--- config.mk ---
export PLATFORM = sky130hd
export DESIGN_NAME = bank_addr_dec
export DESIGN_NICKNAME = d
export VERILOG_FILES = /design/src/rtl/bank_addr_dec_pkg.sv /design/src/rtl/bank_map.sv /design/src/rtl/ptr_step.sv /design/src/rtl/txn_seq.sv /design/src/rtl/bank_addr_dec.sv
export SDC_FILE = /design/constraint.sdc
export NUM_CORES = 1
export LEC_CHECK = 0
export ABC_AREA = 1
export CORE_MARGIN = 10
export CORE_UTILIZATION = 47
export DETAILED_ROUTE_END_ITERATION = 10
export PLACE_DENSITY = 0.84
export SETUP_SLACK_MARGIN = 0.02
export SYNTH_ARGS = -nofsm -noshare
export SYNTH_HDL_FRONTEND = slang
export SYNTH_SLANG_ARGS = --single-unit
--- constraint.sdc ---
create_clock -name clk -period 4.5 [get_ports clk]
set_input_delay 0.9 -clock clk [delete_from_list [all_inputs] [get_ports clk]]
set_output_delay 0.9 -clock clk [all_outputs]
set_load 0.01 [all_outputs]
--- src/rtl/bank_addr_dec_pkg.sv ---
package bank_addr_dec_pkg;
  typedef enum logic [2:0] {
    PH_IDLE,
    PH_CTRL,
    PH_ADDR,
    PH_DATA,
    PH_SKIP
  } phase_e;

  localparam int CFG_IDX      = 5;
  localparam int CFG_BANK_BIT = 7;
  localparam int CFG_HOLD_BIT = 5;
  localparam int CFG_HAEN_BIT = 3;
endpackage

--- src/rtl/bank_map.sv ---
module bank_map #(
  parameter int AW          = 8,
  parameter int NREG        = 11,
  parameter int IDXW        = 4,
  parameter int OFFW        = 4,
  parameter logic [AW-1:0] PAIRED_LAST = '0
) (
  input  logic [AW-1:0]   addr,
  input  logic            bank,
  output logic            hit,
  output logic            port,
  output logic [IDXW-1:0] idx,
  output logic            is_cfg
);
  import bank_addr_dec_pkg::*;

  always_comb begin
    if (bank) begin
      hit  = ((addr >> (OFFW + 1)) == '0) && (addr[OFFW-1:0] < OFFW'(NREG));
      port = addr[OFFW];
      idx  = addr[IDXW-1:0];
    end else begin
      hit  = (addr <= PAIRED_LAST);
      port = addr[0];
      idx  = addr[IDXW:1];
    end
    is_cfg = hit && (idx == IDXW'(CFG_IDX));
  end
endmodule

--- src/rtl/ptr_step.sv ---
module ptr_step #(
  parameter int AW = 8,
  parameter logic [AW-1:0] PAIRED_LAST = '0,
  parameter logic [AW-1:0] SPLIT_LAST  = '0
) (
  input  logic [AW-1:0] ptr,
  input  logic          bank,
  input  logic          adv,
  output logic [AW-1:0] nxt
);
  logic [AW-1:0] last;

  always_comb begin
    last = bank ? SPLIT_LAST : PAIRED_LAST;
    if (!adv)
      nxt = ptr;
    else if (ptr >= last)
      nxt = '0;
    else
      nxt = ptr + 1'b1;
  end
endmodule

--- src/rtl/txn_seq.sv ---
module txn_seq #(
  parameter int DW    = 8,
  parameter int DEVW  = 3,
  parameter logic [DW-DEVW-2:0] DEV_ID = '0
) (
  input  logic            clk,
  input  logic            rst_n,
  input  logic            start_i,
  input  logic            byte_vld_i,
  input  logic [DW-1:0]   byte_i,
  input  logic            rd_stb_i,
  input  logic [DEVW-1:0] dev_addr,
  output logic            addr_load,
  output logic            wr_acc,
  output logic            rd_acc
);
  import bank_addr_dec_pkg::*;

  phase_e phase_q, phase_n;
  logic   rd_q, rd_n;
  logic   match;
  logic   adv_en;

  assign match  = (byte_i[DW-1:DEVW+1] == DEV_ID) && (byte_i[DEVW:1] == dev_addr);
  assign adv_en = start_i | byte_vld_i;

  always_comb begin
    phase_n   = phase_q;
    rd_n      = rd_q;
    addr_load = 1'b0;
    wr_acc    = 1'b0;
    rd_acc    = 1'b0;
    if (start_i) begin
      phase_n = PH_CTRL;
    end else begin
      case (phase_q)
        PH_CTRL: if (byte_vld_i) begin
          if (match) begin
            phase_n = PH_ADDR;
            rd_n    = byte_i[0];
          end else begin
            phase_n = PH_SKIP;
          end
        end
        PH_ADDR: if (byte_vld_i) begin
          addr_load = 1'b1;
          phase_n   = PH_DATA;
        end
        PH_DATA: begin
          wr_acc = byte_vld_i & ~rd_q;
          rd_acc = rd_stb_i & rd_q;
        end
        default: ;
      endcase
    end
  end

  always_ff @(posedge clk or negedge rst_n) begin
    if (!rst_n) begin
      phase_q <= PH_IDLE;
      rd_q    <= 1'b0;
    end else if (adv_en) begin
      phase_q <= phase_n;
      rd_q    <= rd_n;
    end
  end

  p_skip_quiet_r9: assert property (@(posedge clk) disable iff (!rst_n)
    (phase_q == PH_SKIP) |-> !(wr_acc || rd_acc || addr_load));

  p_idle_quiet_r1: assert property (@(posedge clk) disable iff (!rst_n)
    (phase_q == PH_IDLE) |-> !(wr_acc || rd_acc || addr_load));
endmodule

--- src/rtl/bank_addr_dec.sv ---
module bank_addr_dec #(
  parameter int AW           = 8,
  parameter int DW           = 8,
  parameter int NREG         = 11,
  parameter int SPLIT_STRIDE = 16,
  parameter int DEVW         = 3,
  parameter logic [3:0] DEV_ID = 4'h4
) (
  input  logic         clk,
  input  logic         rst_n,
  input  logic [2:0]   strap_i,
  input  logic         start_i,
  input  logic         byte_vld_i,
  input  logic [7:0]   byte_i,
  input  logic         rd_stb_i,
  input  logic [7:0]   rd_data_i,
  output logic         sel_vld_o,
  output logic         sel_we_o,
  output logic         sel_port_o,
  output logic [3:0]   sel_idx_o,
  output logic [7:0]   sel_wdata_o,
  output logic         rd_vld_o,
  output logic [7:0]   rd_data_o,
  output logic         inv_o,
  output logic [7:0]   ptr_o,
  output logic [7:0]   cfg_o
);
  import bank_addr_dec_pkg::*;

  localparam int IDXW = $clog2(NREG);
  localparam int OFFW = $clog2(SPLIT_STRIDE);
  localparam logic [AW-1:0] PAIRED_LAST = AW'(2 * NREG - 1);
  localparam logic [AW-1:0] SPLIT_LAST  = AW'(SPLIT_STRIDE + NREG - 1);

  // reset: asynchronous assert, synchronous release
  logic [1:0] rst_sync_q;
  logic       rst_q_n;

  always_ff @(posedge clk or negedge rst_n) begin
    if (!rst_n) rst_sync_q <= 2'b00;
    else        rst_sync_q <= {rst_sync_q[0], 1'b1};
  end
  assign rst_q_n = rst_sync_q[1];

  logic [DW-1:0]   cfg_q, cfg_n;
  logic [AW-1:0]   ptr_q, ptr_n, ptr_step_nxt;
  logic            cfg_en, ptr_en;
  logic            bank, hold;
  logic [DEVW-1:0] dev_addr;
  logic            addr_load, wr_acc, rd_acc, acc;
  logic            hit, port, is_cfg;
  logic [IDXW-1:0] idx;

  assign bank     = cfg_q[CFG_BANK_BIT];
  assign hold     = cfg_q[CFG_HOLD_BIT];
  assign dev_addr = cfg_q[CFG_HAEN_BIT] ? strap_i : '0;
  assign acc      = wr_acc | rd_acc;

  txn_seq #(.DW(DW), .DEVW(DEVW), .DEV_ID(DEV_ID)) u_seq (
    .clk        (clk),
    .rst_n      (rst_q_n),
    .start_i    (start_i),
    .byte_vld_i (byte_vld_i),
    .byte_i     (byte_i),
    .rd_stb_i   (rd_stb_i),
    .dev_addr   (dev_addr),
    .addr_load  (addr_load),
    .wr_acc     (wr_acc),
    .rd_acc     (rd_acc)
  );

  bank_map #(.AW(AW), .NREG(NREG), .IDXW(IDXW), .OFFW(OFFW),
             .PAIRED_LAST(PAIRED_LAST)) u_map (
    .addr   (ptr_q),
    .bank   (bank),
    .hit    (hit),
    .port   (port),
    .idx    (idx),
    .is_cfg (is_cfg)
  );

  ptr_step #(.AW(AW), .PAIRED_LAST(PAIRED_LAST), .SPLIT_LAST(SPLIT_LAST)) u_step (
    .ptr  (ptr_q),
    .bank (bank),
    .adv  (acc & ~hold),
    .nxt  (ptr_step_nxt)
  );

  // next state
  always_comb begin
    cfg_en = wr_acc & hit & is_cfg;
    cfg_n  = byte_i;
    ptr_en = addr_load | acc;
    ptr_n  = addr_load ? byte_i : ptr_step_nxt;
  end

  // registers
  always_ff @(posedge clk or negedge rst_q_n) begin
    if (!rst_q_n) begin
      cfg_q <= '0;
      ptr_q <= '0;
    end else begin
      if (cfg_en) cfg_q <= cfg_n;
      if (ptr_en) ptr_q <= ptr_n;
    end
  end

  // outputs
  always_comb begin
    sel_vld_o   = acc & hit & ~is_cfg;
    sel_we_o    = wr_acc & hit & ~is_cfg;
    sel_port_o  = port;
    sel_idx_o   = idx;
    sel_wdata_o = byte_i;
    inv_o       = acc & ~hit;
    rd_vld_o    = rd_acc;
    if (!rd_acc || !hit) rd_data_o = '0;
    else if (is_cfg)     rd_data_o = cfg_q;
    else                 rd_data_o = rd_data_i;
  end

  assign ptr_o = ptr_q;
  assign cfg_o = cfg_q;

  p_ptr_hold_r6: assert property (@(posedge clk) disable iff (!rst_q_n)
    (acc && hold) |=> $stable(ptr_q));

  p_ptr_step_r6: assert property (@(posedge clk) disable iff (!rst_q_n)
    (acc && !hold && ptr_q < (bank ? SPLIT_LAST : PAIRED_LAST))
      |=> ptr_q == $past(ptr_q) + 1'b1);

  p_ptr_wrap_r7: assert property (@(posedge clk) disable iff (!rst_q_n)
    (acc && !hold && ptr_q == (bank ? SPLIT_LAST : PAIRED_LAST)) |=> ptr_q == '0);

  p_inv_nosel_r8: assert property (@(posedge clk) disable iff (!rst_q_n)
    inv_o |-> !sel_vld_o);

  p_inv_zero_r8: assert property (@(posedge clk) disable iff (!rst_q_n)
    (inv_o && rd_vld_o) |-> rd_data_o == '0);

  p_inv_cfg_r8: assert property (@(posedge clk) disable iff (!rst_q_n)
    inv_o |=> $stable(cfg_q));

  p_split_idx_r3: assert property (@(posedge clk) disable iff (!rst_q_n)
    (sel_vld_o && bank) |-> sel_idx_o < IDXW'(NREG));

  p_cfg_nosel_r4: assert property (@(posedge clk) disable iff (!rst_q_n)
    cfg_en |-> !sel_vld_o);
endmodule

==> results_dict.tcl, run 1 <==
set metrics [dict create \
    status "finished clean" \
    synthMuxAreaShare 0 \
    hpwl_mm 3.84 \
    yosysSeqAreaShare 0.313 \
    setup_viol 0 \
    slew_viol_final 0 \
    p_leak_nw 1.23 \
    yosys.area_share.adder 0.0498 \
    rsz0062_at_grt "no" \
    drc_errors 0 \
    cp-end-kind "output pin" \
    place_area_um2 2360 \
    synth.distinct_cells 31 \
    synth_compound_area_frac 0.0591 \
    drtIter0Drc 64 \
    fin_nets 350 \
    syn_area_per_cell_um2 6.68 \
    io_pins 65 \
    post-route-util 0.668 \
    synth_top_family_by_area "simple AND/OR/NAND/NOR gates" \
    hold_path_class "reg -> async" \
    worstPathCellList "clkdlybuf4s50_1 > nor2_1 > nand2_1 > inv_1 > nand3_1 > nor2_1 > nand2_1 > inv_1 > clkdlybuf4s50_1" \
    antenna_left 0 \
    gr-usage-all-layers 0.148 \
    synth-xor-area-share 0.0249 \
    grt_max_degree 21 \
    post-place-ws_ns 0.865 \
    wl_per_cell_um 13.2 \
    ys_warn_count 0 \
    clock.fmax_mhz 275 \
    cts-resized-gates 0 \
    die_h_um 81.2 \
    rows 22 \
    final_common_cell "nand2_1" \
    skew_ns 0.00723 \
    routed_wl_mm 4.84 \
    yosys-top-cells-area "dfrtp_1 (31%), nand2_1 (18%), inv_1 (9.2%), nor2_1 (6.0%), nand3_1 (5.1%)" \
    hold_buffers 0 \
    critical_path_buf_inv_count 4 \
    critPathTopFamily "buffers and inverters" \
    slowest_stage "clkdlybuf4s50_1" \
    grt_overflow 0 \
    dp_cells 362 \
    swShare 0.214 \
    hold_viol_final 0 \
    relSlewSlack 0.476 \
    clock_power_share 0.415 \
    worst-slew-pin-transition_ns 0.786 \
    vias_per_cell 4.86 \
    p_int_w 0.000353 \
    path_max_fanout 8 \
    maxCapViolCount 0 \
    yosysTopAreaCellShare 0.313 \
    ir_drop_uv 192 \
    seq_power_share 0.465 \
    antenna_found_initial 0 \
    tns_ns 0 \
    synth-simple-area-share 0.396 \
    max_stage_delay_ns 0.53 \
    grt_pass1_wl_mm 7.82 \
    synth_cells 263 \
    drive_gt1_frac 0.0566 \
    power.density_nw_per_um2 185 \
    num_antenna_cells 0 \
    synth_area_leader_cell "dfrtp_1" \
    cts.htree.levels 1 \
    period_share 0.808 \
    worst_ep_required_time_ns 3.60 \
    cp_data_arrival_time_ns 2.74 \
    synth_fp_nets 294 \
    cts-root-buf "clkbuf_8" \
    cts_sinks 22 \
    path_class "in -> out" \
    post-cts-setup-buffers 0 \
    final_cell_mix "nand2_1 (82), clkdlybuf4s50_1 (64), inv_1 (43)" \
    port_buffers 64 \
    initial_core_util 0.484 \
    die_w_um 81.2 \
    synth.ff_latch_count 22 \
    drt-pass1-iter-count 4 \
    area_growth_pct 38.1 \
    fin_crit_ns 3.64 \
    net-switching-power_w 0.0000962 \
    design_area_um2 2430 \
    clkTransAtPathRegs_ns 0.08 \
    vias 1780 \
    cts_tree "yes" \
    core_um2 3630 \
    grt_pass1_vias 1702 \
    syn_area_um2 1760 \
    place_congestion 1.03 \
    fin_ws_ns 0.863 \
    numCtsBuffers 3 \
    critPathLaunchType "primary input" \
    clk_path_buf_depth 2 \
    dieArea_um2 6590 \
    finalNonFillerCells 366 \
    pwr-share-comb 0.120 \
    nFillCells 319 \
    clock_latency_ns 0.27 \
]
[synth_stat cells, drive strengths merged]
| master | instances |
|---|---|
| nand3 | 20 |
| buf | 12 |
| inv | 44 |
| dfrtp | 22 |
| nor3 | 4 |
| clkinv | 1 |
| conb | 1 |
| nand3b | 2 |
| nand4 | 12 |
| o22ai | 1 |
| a21bo | 1 |
| xor2 | 5 |
| ha | 7 |
| o21ai | 10 |
| nor2 | 31 |
| a21oi | 3 |
| clkbuf | 1 |
| nand2 | 85 |
| o21bai | 1 |
[power by group through the flow]
stage / clock network [W] / registers, W / logic, W
after floorplan: 0 / 0.000212 / 0.0000212
after CTS: 0.000190 / 0.000209 / 0.0000547
after global placement: 0 / 0.000213 / 0.0000537
final: 0.000187 / 0.000209 / 0.0000541
after detailed placement: 0 / 0.000213 / 0.0000543
after global routing: 0.000196 / 0.000210 / 0.0000596
[metrics by stage]
| step | power [W] | hold WS (ns) |
|---|---|---|
| after floorplan | 0.000233 | 0.253 |
| after global placement | 0.000267 | 0.338 |
| after detailed placement | 0.000267 | 0.339 |
| after CTS | 0.000453 | 0.362 |
| after global routing | 0.000466 | 0.384 |
| final | 0.000450 | 0.329 |
[state kept, by name (all words and copies together), names as in the netlist]
| name | cells |
|---|---|
| rst_sync_q | 2 |
| u_seq.rd_q | 1 |
| ptr_o | 8 |
| u_seq.phase_q | 3 |
| cfg_o | 8 |
[cells by family after synthesis]
group,after synthesis
AOI/OAI and AO/OA,16
xor gates and xnor gates,5
adders and majority gates,7
buffers and inverters,58
DFF,22
other,1
and+or+nand+nor,154
[final timing paths]
kind                               start             to  slack [ns]  cells past startpoint
max                              start_i   rd_data_o[7]        0.86                      9
min in group clk           rst_sync_q[0]  rst_sync_q[1]        0.36                      0
min reg2reg                rst_sync_q[1]       ptr_o[0]        0.33                      0
min                        rst_sync_q[1]       ptr_o[0]        0.33                      0
max reg2reg                     cfg_o[7]       ptr_o[5]        2.54                      8
max in group asynchronous          rst_n  rst_sync_q[1]        3.61                      1
[cell type report]
class | instances | area (µm²) | area share
Clock buffer | 3 | 41.3 | 0.0170
Clock inverter | 1 | 30.0 | 0.0124
Inverter | 45 | 169 | 0.0696
Multi-Input combinational cell | 183 | 936 | 0.386
Sequential cell | 22 | 551 | 0.227
Tap cell | 48 | 60.1 | 0.0247
Timing Repair Buffer | 64 | 641 | 0.264
[worst register-to-register path: stages (launching register included)]
cell and delay [ns]:
dfrtp_1 0.67, inv_1 0.22, ha_1 0.37, nand2_1 0.05, o21bai_1 0.15, nand3_1 0.07
nand2_1 0.14, nand3_1 0.13, nand2_1 0.07
[metal layers]
metal,vias up,part of all wire,GRT usage
met2,64,0.46,0.241
met3,9,0.080,0.0342
met4,0,0.024,0.0709
li1,921,-,-
met5,-,0,0
met1,786,0.44,0.181
No activity file was read; power rests on OpenSTA's default activity.
==> run 2: changes to the inputs <==
--- a/config.mk
+++ b/config.mk
@@ -7,9 +7,9 @@
 export LEC_CHECK = 0
 export ABC_AREA = 1
 export CORE_MARGIN = 10
-export CORE_UTILIZATION = 47
+export CORE_UTILIZATION = 45
 export DETAILED_ROUTE_END_ITERATION = 10
-export PLACE_DENSITY = 0.84
+export PLACE_DENSITY = 0.81
 export SETUP_SLACK_MARGIN = 0.02
 export SYNTH_ARGS = -nofsm -noshare
 export SYNTH_HDL_FRONTEND = slang
==> constraint.sdc (replaced) <==
create_clock -name clk -period 3.57 [get_ports clk]
set_input_delay 0.714 -clock clk [delete_from_list [all_inputs] [get_ports clk]]
set_output_delay 0.714 -clock clk [all_outputs]
set_load 0.01 [all_outputs]
==> run 2 against run 1 <==
  * Critical endpoint is now rd_data_o[6]
  * Clock power down 18%
  * Largest cell class unchanged
  * Register-to-register slack worse by 0.97 ns
  * Total power up 8.0%
  * Flip-flop and latch count unchanged
  * Clock skew decreased by 0.0032 ns
  * Global-route usage fell by 0.54 points
  * Final area is 1.2% lower
  * Via count decreased by 2.4%
  * Combinational power increased by 27%
  * Worst setup slack worse by 0.55 ns
  * Die area increased by 3.3%
==> results_dict.tcl, run 2 (same netlist as run 1, synthesis figures left out) <==
set metrics [dict create \
    grt_pass1_wl_mm 7.81 \
    clkTransAtPathRegs_ns 0.08 \
    final_cell_mix "nand2_1 (82), clkdlybuf4s50_1 (64), inv_1 (43)" \
    area_growth_pct 36.4 \
    tns_ns 0 \
    p_total_w 0.000486 \
    die_h_um 82.5 \
    maxCapViolCount 0 \
    clk_path_buf_depth 2 \
    wl_per_cell_um 13.4 \
    hold_viol_final 0 \
    gr-usage-all-layers 0.143 \
    clock.fmax_mhz 307 \
    ff_latch_area_um2 551 \
    fin_crit_ns 3.25 \
    hold_buffers 0 \
    status "finished clean" \
    fin_nets 350 \
    place_area_um2 2360 \
    rr_worst_depth 9 \
    dp_cells 362 \
    finalNonFillerCells 365 \
    clock_latency_ns 0.26 \
    drt-pass1-iter-count 4 \
    cts_sinks 22 \
    vias_per_cell 4.76 \
    cts-resized-gates 0 \
    period_share 0.911 \
    worst-slew-pin-transition_ns 0.821 \
    final_common_cell "nand2_1" \
    dieArea_um2 6810 \
    p_leak_nw 1.22 \
    rows 22 \
    drc_errors 0 \
    grt_pass1_vias 1668 \
    post-cts-setup-buffers 0 \
    antenna_found_initial 0 \
    cts.htree.levels 1 \
    num_antenna_cells 0 \
    routed_wl_mm 4.88 \
    hold_path_class "reg -> async" \
    nFillCells 352 \
    numCtsBuffers 3 \
    multi_input_area_um2 936 \
    relSlewSlack 0.452 \
    core_um2 3720 \
    antenna_left 0 \
    vias 1738 \
    path_class "in -> out" \
    ir_drop_uv 187 \
    slew_viol_final 0 \
    port_buffers 64 \
    io_pins 65 \
    setup_viol 0 \
    cts_tree "yes" \
    cts-root-buf "clkbuf_8" \
    design_area_um2 2400 \
    die_w_um 82.5 \
    skew_ns 0.00399 \
    cp-end-kind "output pin" \
    drive_gt1_frac 0.0536 \
    initial_core_util 0.473 \
    rsz0062_at_grt "no" \
    critPathLaunchType "primary input" \
    worst_ep_required_time_ns 2.86 \
    power.density_nw_per_um2 203 \
    r2r_slack_ns 1.57 \
    path_max_fanout 8 \
    cp_data_arrival_time_ns 2.54 \
    grt_overflow 0 \
    hpwl_mm 3.97 \
    drtIter0Drc 51 \
    grt_max_degree 21 \
    place_congestion 0.872 \
]
## run 2: path summary, 6_finish.rpt
kind | from | endpoint
max reg2reg | cfg_o[7] | ptr_o[1]
max | start_i | rd_data_o[6]
min | rst_sync_q[1] | cfg_o[7]
max in group asynchronous | rst_sync_q[1] | ptr_o[4]
min in group clk | rst_sync_q[0] | rst_sync_q[1]
min reg2reg | rst_sync_q[1] | cfg_o[7]
## run 2: where the power goes
group | leakage, nW | switching [W] | internal (W) | total (W)
sequential | 0.288 | 0.00000886 | 0.000255 | 0.000263
combinational | 0.907 | 0.0000280 | 0.0000409 | 0.0000689
clock | 0.0216 | 0.0000782 | 0.0000753 | 0.000154
## run 2: worst max-delay path, stage by stage
cell             delay, ns
clkdlybuf4s50_1       0.47
nor2_1                0.15
nand2_1               0.09
inv_1                 0.08
nand3_1               0.22
nor2_1                0.17
nand2_1               0.06
inv_1                 0.05
clkdlybuf4s50_1       0.53
## run 2: area by class of cell
class	instances	area share
clock buffers	3	0.0172
inverters	45	0.0705
multi-input cells	183	0.390
flip-flops and latches	22	0.230
well taps	48	0.0251
repair buffers	64	0.267
## run 2: metrics by stage
stage               worst slack [ns]  utilization  hold slack, ns
floorplan                       1.39            -           0.253
global placement               0.314        0.634           0.337
detailed placement             0.302        0.634           0.339
CTS                            0.296        0.645           0.359
global route                  0.0691        0.645           0.361
finish                         0.316        0.645           0.344
## run 2: routing by layer
metal	vias up	track usage	part of all wire
li1	920	-	-
met4	0	0.0385	0.0090
met1	761	0.183	0.47
met3	4	0.0464	0.090
met2	53	0.226	0.43
met5	-	0	0
==> run 3: changes to the inputs <==
--- a/config.mk
+++ b/config.mk
@@ -6,6 +6,7 @@
 export NUM_CORES = 1
 export LEC_CHECK = 0
 export ABC_AREA = 1
+export CAP_MARGIN = 20
 export CORE_MARGIN = 10
 export CORE_UTILIZATION = 45
 export DETAILED_ROUTE_END_ITERATION = 10
==> results of run 3 <==
The final DEF is identical to that of run 2; final timing and power are the same.
